### src/rtl/hsync_lock_mon.sv
module hsync_lock_mon #(
  parameter int LINE_LEN   = 858,
  parameter int WIN        = 16,
  parameter int PULSE_W    = 32,
  parameter int LOST_LINES = 128
) (
  input  logic clk,
  input  logic rst_n,
  input  logic sync_edge,
  input  logic field_start,
  output logic hsync_n,
  output logic valid,
  output logic int_n
);
  localparam int CW = $clog2(LINE_LEN + 3*WIN + 2);
  localparam int UW = $clog2(LOST_LINES + 1);
  localparam logic [CW-1:0] WIN_C  = CW'(WIN);
  localparam logic [CW-1:0] MIN_C  = CW'(LINE_LEN - WIN);
  localparam logic [CW-1:0] MAX_C  = CW'(LINE_LEN + WIN);
  localparam logic [CW-1:0] PEND_C = CW'(WIN + PULSE_W);
  localparam logic [UW-1:0] LOST_C = UW'(LOST_LINES);

  logic [CW-1:0] cnt, period, meas;
  logic [UW-1:0] miss_cnt, miss_nxt;
  logic in_win, hit, miss, anchor;

  assign in_win = (cnt + WIN_C >= period) && (cnt <= period + WIN_C);
  assign hit    = sync_edge && in_win;
  assign anchor = sync_edge && !in_win && !valid;
  assign miss   = !hit && (cnt == period + WIN_C);
  assign meas   = (cnt < MIN_C) ? MIN_C : (cnt > MAX_C) ? MAX_C : cnt;

  assign miss_nxt = field_start ? '0 :
                    (miss && miss_cnt != LOST_C) ? miss_cnt + 1'b1 : miss_cnt;

  assign hsync_n = !((cnt > WIN_C) && (cnt <= PEND_C));

  always_ff @(posedge clk or negedge rst_n) begin
    if (!rst_n) begin
      cnt      <= PEND_C + 1'b1;
      period   <= CW'(LINE_LEN);
      valid    <= 1'b0;
      int_n    <= 1'b1;
      miss_cnt <= '0;
    end else begin
      miss_cnt <= miss_nxt;
      if (hit || anchor) cnt <= CW'(1);
      else if (miss)     cnt <= WIN_C + 1'b1;
      else               cnt <= cnt + 1'b1;
      if (hit) begin
        period <= meas;
        valid  <= 1'b1;
        int_n  <= 1'b1;
      end else if (miss) begin
        valid <= 1'b0;
        if (miss_nxt == LOST_C) int_n <= 1'b0;
      end
    end
  end

  p_valid_rise_r1: assert property (@(posedge clk) disable iff (!rst_n)
    $rose(valid) |-> $past(sync_edge));
  p_valid_fall_r2: assert property (@(posedge clk) disable iff (!rst_n)
    $fell(valid) |-> !$past(sync_edge));
  p_pulse_hold_r3: assert property (@(posedge clk) disable iff (!rst_n)
    $fell(hsync_n) |=> !hsync_n);
  p_int_fall_r7: assert property (@(posedge clk) disable iff (!rst_n)
    $fell(int_n) |-> !valid);
  p_int_rise_r8: assert property (@(posedge clk) disable iff (!rst_n)
    $rose(int_n) |-> valid);
  p_miss_sat_r9: assert property (@(posedge clk) disable iff (!rst_n)
    miss_cnt <= LOST_C);
  p_period_rng_r10: assert property (@(posedge clk) disable iff (!rst_n)
    period >= MIN_C && period <= MAX_C);
endmodule

### config.mk
export PLATFORM = sky130hd
export DESIGN_NAME = hsync_lock_mon
export DESIGN_NICKNAME = d
export VERILOG_FILES = /design/src/rtl/hsync_lock_mon.sv
export SDC_FILE = /design/constraint.sdc
export NUM_CORES = 1
export LEC_CHECK = 0
export BUFFER_PORTS_ARGS = -buffer_cell sky130_fd_sc_hd__buf_2
export CAP_MARGIN = 20
export CORE_ASPECT_RATIO = 2
export CORE_MARGIN = 5
export CORE_UTILIZATION = 37
export DETAILED_ROUTE_END_ITERATION = 16
export PLACE_DENSITY = 0.59
export SLEW_MARGIN = 20
export SYNTH_ARGS = -nofsm -noshare
export SYNTH_HDL_FRONTEND = slang
export SYNTH_SLANG_ARGS = --single-unit
### constraint.sdc
create_clock -name clk -period 7.2 [get_ports clk]
set_input_delay 1.08 -clock clk [delete_from_list [all_inputs] [get_ports clk]]
set_output_delay 1.08 -clock clk [all_outputs]
set_load 0.02 [all_outputs]
# After elaboration in Yosys (flattened, before gate mapping)
# Index checks and enable logic that the tools add are counted.
# word_totals
regBits,30
inputBits,4
word_cells,44
# classes
n_addsub,4
n_mux,11
eq_ne,3
order_cmp,6
reduce_logical,15
# op_table
cell,count
$mux W10,4
$add A10 B5 Y10 const B,2
$mux W8,2
$add A10 B1 Y10 const B,1
$eq A10 B10 Y1,1
$ge A10 B10 Y1,1
$gt A10 B10 Y1 const B,1
$gt A10 B5 Y1 const B,1
$le A10 B10 Y1,1
$le A10 B6 Y1 const B,1
$lt A10 B10 Y1 const B,1
$add A8 B1 Y8 const B,1
$eq A8 B8 Y1 const B,1
$ne A8 B8 Y1 const B,1
$logic_and A1 B1 Y1,7
$mux W1,5
$logic_not A1 Y1,4
$reduce_bool A2 Y1,2
$reduce_and A2 Y1,1
$logic_or A1 B1 Y1,1

# Logic depth before layout (Yosys ltp)
# depth
ltp_word,13
ltp_mapped,13

# Worst setup path after synthesis
# Ideal clock, no wire load.
# synth_timing
kind,flip-flop to flip-flop
from,register cnt[5]
to,register int_n
path_slack_ns,4.084
t_arrival_ns,3.027
path_stages_with_launch,12
required_ns,7.112
path_cell_list,dfstp_2 > ha_1 > nand3_1 > xnor2_1 > ha_1 > a21oi_1 > a21boi_0 > or3_1 > a2111oi_2 > mux2_2 > nor4_2 > a31oi_1
# synth_between
elab_chain_cells,12
word_cells_on_any_way,16
# synth_lines
element,line,source
from (decl),23,"logic [CW-1:0] cnt, period, meas;"
from (signal assigned),40,cnt <= PEND_C + 1'b1;
from (signal assigned),48,else if (miss) cnt <= WIN_C + 1'b1;
from (signal assigned),49,else cnt <= cnt + 1'b1;
$add A10 B5 Y10,27,assign in_win = (cnt + WIN_C >= period) && (cnt <= period + WIN_C);
$ge A10 B10 Y1,27,
$logic_and A1 B1 Y1,27,
$logic_and A1 B1 Y1,28,assign hit = sync_edge && in_win;
$logic_not A1 Y1,30,assign miss = !hit && (cnt == period + WIN_C);
$logic_and A1 B1 Y1 *,30,
$logic_and A1 B1 Y1 *,34,(miss && miss_cnt != LOST_C) ? miss_cnt + 1'b1 : miss_cnt;
$mux W8 *,34,
$mux W8 *,33,assign miss_nxt = field_start ? '0 :
net miss_nxt[5],24,"logic [UW-1:0] miss_cnt, miss_nxt;"
$eq A8 B8 Y1 *,56,if (miss_nxt == LOST_C) int_n <= 1'b0;
$reduce_bool A2 Y1 (no source line) *,n/a,
$reduce_and A2 Y1 (no source line) *,n/a,
to (signal assigned),43,int_n <= 1'b1;
to (signal assigned),53,int_n <= 1'b1;
to (signal assigned),56,
to (decl),13,output logic int_n
# Mark *: on every way through the listed nets, which the timed path passes. The rest lies on a longest branch.
# A chain may end at the register's enable or synchronous reset.

# Worst setup path in the final report
# layout_timing
from,register period[4]
to,register int_n
# layout_between
elab_chain_cells,12
word_cells_on_any_way,16
# layout_lines
element,line,source
from (decl),23,
from (signal assigned),41,period <= CW'(LINE_LEN);
from (signal assigned),51,period <= meas;
$add A10 B5 Y10,"27, 30",
$le A10 B10 Y1,27,
$logic_and A1 B1 Y1,27,
$logic_and A1 B1 Y1,28,
$logic_not A1 Y1,30,
$logic_and A1 B1 Y1 *,30,
$logic_and A1 B1 Y1 *,34,
$mux W8 *,34,
$mux W8 *,33,
net miss_nxt[5],24,
$eq A8 B8 Y1 *,56,
$reduce_bool A2 Y1 (no source line) *,n/a,
$reduce_and A2 Y1 (no source line) *,n/a,
# Marks and branches as above.

==> flow_summary.toml <==
[status]
outcome = "completed"

[timing]
setup_viol = 0
hold_violations = 0
grt_setup_unrepaired = "no"
max_freq_mhz = 262
period_share = 0.530
whs_ns = 0.497
setup_tns_ns = 0
worst_pin_slew_ns = 0.711
setup_ws_ns = 3.39
min_period_ns = 3.81
slew_headroom = 0.526
clock-skew-final_ns = 0.00562
slew_violations = 0

[cts]
hold_buffers = 0
post_cts_buffers = 0
ctsResizeCount = 0
cts_buffers = 5
root_buffer = "clkbuf_16"
clock_latency_ns = 0.28
ctsLongestPathBuffers = 2
cts_sinks = 30
cts.clk_slew.worst_paths_ns = 0.05
htreeDepth = 2
cts_tree = "built"

[detailed_routing]
dr.first_iter.drc_count = 51
drt-total-wl_um = 5370
first_pass_iters = 4
vias = 1747
drtAntennaViolNets = 0
drc = 0
wl_per_cell_um = 17.3
viasPerCell = 5.64

[global_routing]
grt_pass1_wl_um = 8940
top_usage_layer = "met2"
grt_pass1_vias = 1821
grt_use_met1 = 0.138
antenna_found_initial = 0
grt_use_met2 = 0.297
use_met3 = 0.0260
globalRouteOverflowTotal = 0
grt.total_usage = 0.151
grt_max_degree = 31

[final_layout]
layout_common_cells = "ha_1 (25), nor2_1 (23), dfrtp_1 (20)"
layout-drive-gt1-share = 0.146
area_growth_syn_to_layout_pct = 10.5
multiInputGateArea_um2 = 1390
layout_commonest_cell = "ha_1"
final_cell_area_um2 = 2490
instances_no_fill = 310
final.fill_count = 588
antenna_cells = 0
seq_area_um2 = 763
layout.nets = 275

[floorplan]
initial_core_util = 0.378
coreArea_um2 = 5960
io_pins = 7
die_y_um = 120
die_width_um = 65.1
die_area_um2 = 7830
rows = 40

[worst_setup_path]
ff2ff_setup_slack_ns = 3.39
reg2regPathDepth = 12
start_kind = "register"
critical_path_buf_inv_count = 1
cp_max_fo = 11
worstSetupPathType = "register to register"
path_cells = "inv_1 -> nor3_1 -> nand3_1 -> xnor2_1 -> ha_1 -> nand4_1 -> nor3_2 -> a21bo_2 -> a2111oi_2 -> mux2_2 -> nor4_2 -> a31oi_1"
cp_slowest_cell = "nor3_2"
r2r_end = "int_n"
end_kind = "register"
cp.required_ns = 7.40
path_delay_family = "simple AND/OR/NAND/NOR gates"
rr_startpoint = "period[4]"
crit_arrival_ns = 4.01
critPathMaxStageDelay_ns = 0.63

[synthesis]
postSynthCellCount = 242
yosysWarnings = 0
syn_area_um2 = 2250
syn_avg_cell_area_um2 = 9.30
synth_edf_count = 0
ys_types = 46
yosysSeqAreaShare = 0.339
async_flop_share = 1.00
synth-main-ff-cell = "dfrtp_1"
ys_seq_elements = 30
synthesis.nets = 271

[min_path]
hold_depth = 1
min_from = "period[0]"
hold_class = "register to register"
whs_endpoint = "period[0]"

[power]
power_density_nw_per_um2 = 192
irDropWorstVdd_v = 0.000189
cellLeakagePower_nw = 1.13

[placed_design]
hpwlAfterDp_um = 4220
placedCellCount = 302
gp_congestion = 0.911
place_ws_ns = 3.04
port_buffers = 6
place_area_um2 = 2320

[job]
maxCapViolations = 0
[worst max path at each step]
stage	startpoint	endpoint	slack (ns)	cells after the start
after detailed placement	period[4]	int_n	3.04	12
after CTS	period[4]	int_n	3.02	12
after global placement	period[4]	int_n	3.20	12
after floorplan	cnt[5]	int_n	4.08	11
after global routing	period[4]	int_n	3.06	12
final	period[4]	int_n	3.39	12
[sequential cells by signal (all words and copies together) (netlist names)]
signal and count:
miss_cnt 8, cnt 10, period 10, valid 1, int_n 1
[report_power, final]
part / internal, W / switching, W / total (W)
Combinational: 0.0000200 / 0.0000373 / 0.0000574
Clock: 0.000162 / 0.0000769 / 0.000238
Sequential: 0.000174 / 0.00000883 / 0.000183
[layer usage]
metal | routed length (µm) | up-vias
li1 | - | 863
met1 | 1830 | 842
met2 | 3160 | 24
met3 | 112 | 18
met4 | 262 | 0
met5 | 0 | -
[Yosys cell counts (2+ instances only)]
cell type  count  share of area
a21boi_0       3          0.010
a21o_1         3          0.010
a21oi_1       11          0.024
buf_4          2         0.0067
clkbuf_1       6          0.010
dfrtp_1       20           0.22
dfstp_2       10           0.12
ha_1          25           0.14
inv_1         17          0.028
mux2i_1        6          0.027
nand2_1       12          0.020
nand3_1       12          0.027
nand4_1       11          0.031
nor2_1        23          0.038
nor2b_1        3         0.0083
nor3_1        18          0.040
o21a_1         3          0.010
o21ai_0        5          0.011
o21bai_1       3          0.010
or3_1          3         0.0083
xnor2_1       15          0.058
xor2_1         7          0.027
[through the flow]
step	utilization	total power, W
2_1_floorplan	-	0.000225
3_3_place_gp	0.389	0.000241
3_5_place_dp	0.389	0.000242
4_1_cts	0.417	0.000482
5_1_grt	0.417	0.000496
6_report	0.417	0.000478
[cell type report]
| type | count | area share |
|---|---|---|
| clock buffer | 5 | 0.0503 |
| clock inverter | 3 | 0.0161 |
| inverter | 17 | 0.0257 |
| multi-input combinational | 186 | 0.557 |
| sequential | 30 | 0.307 |
| tap | 63 | 0.0317 |
| timing repair buffer | 6 | 0.0121 |
[cells by family after synthesis]
family,synth area share
XOR/XNOR,0.0857
flip-flops,0.339
multiplexers,0.0367
buffers and inverters,0.0473
AND/OR/NAND/NOR,0.214
adder cells (fa/ha/maj),0.139
AO/OA/AOI/OAI,0.138
(Power assumes the default switching activity.)
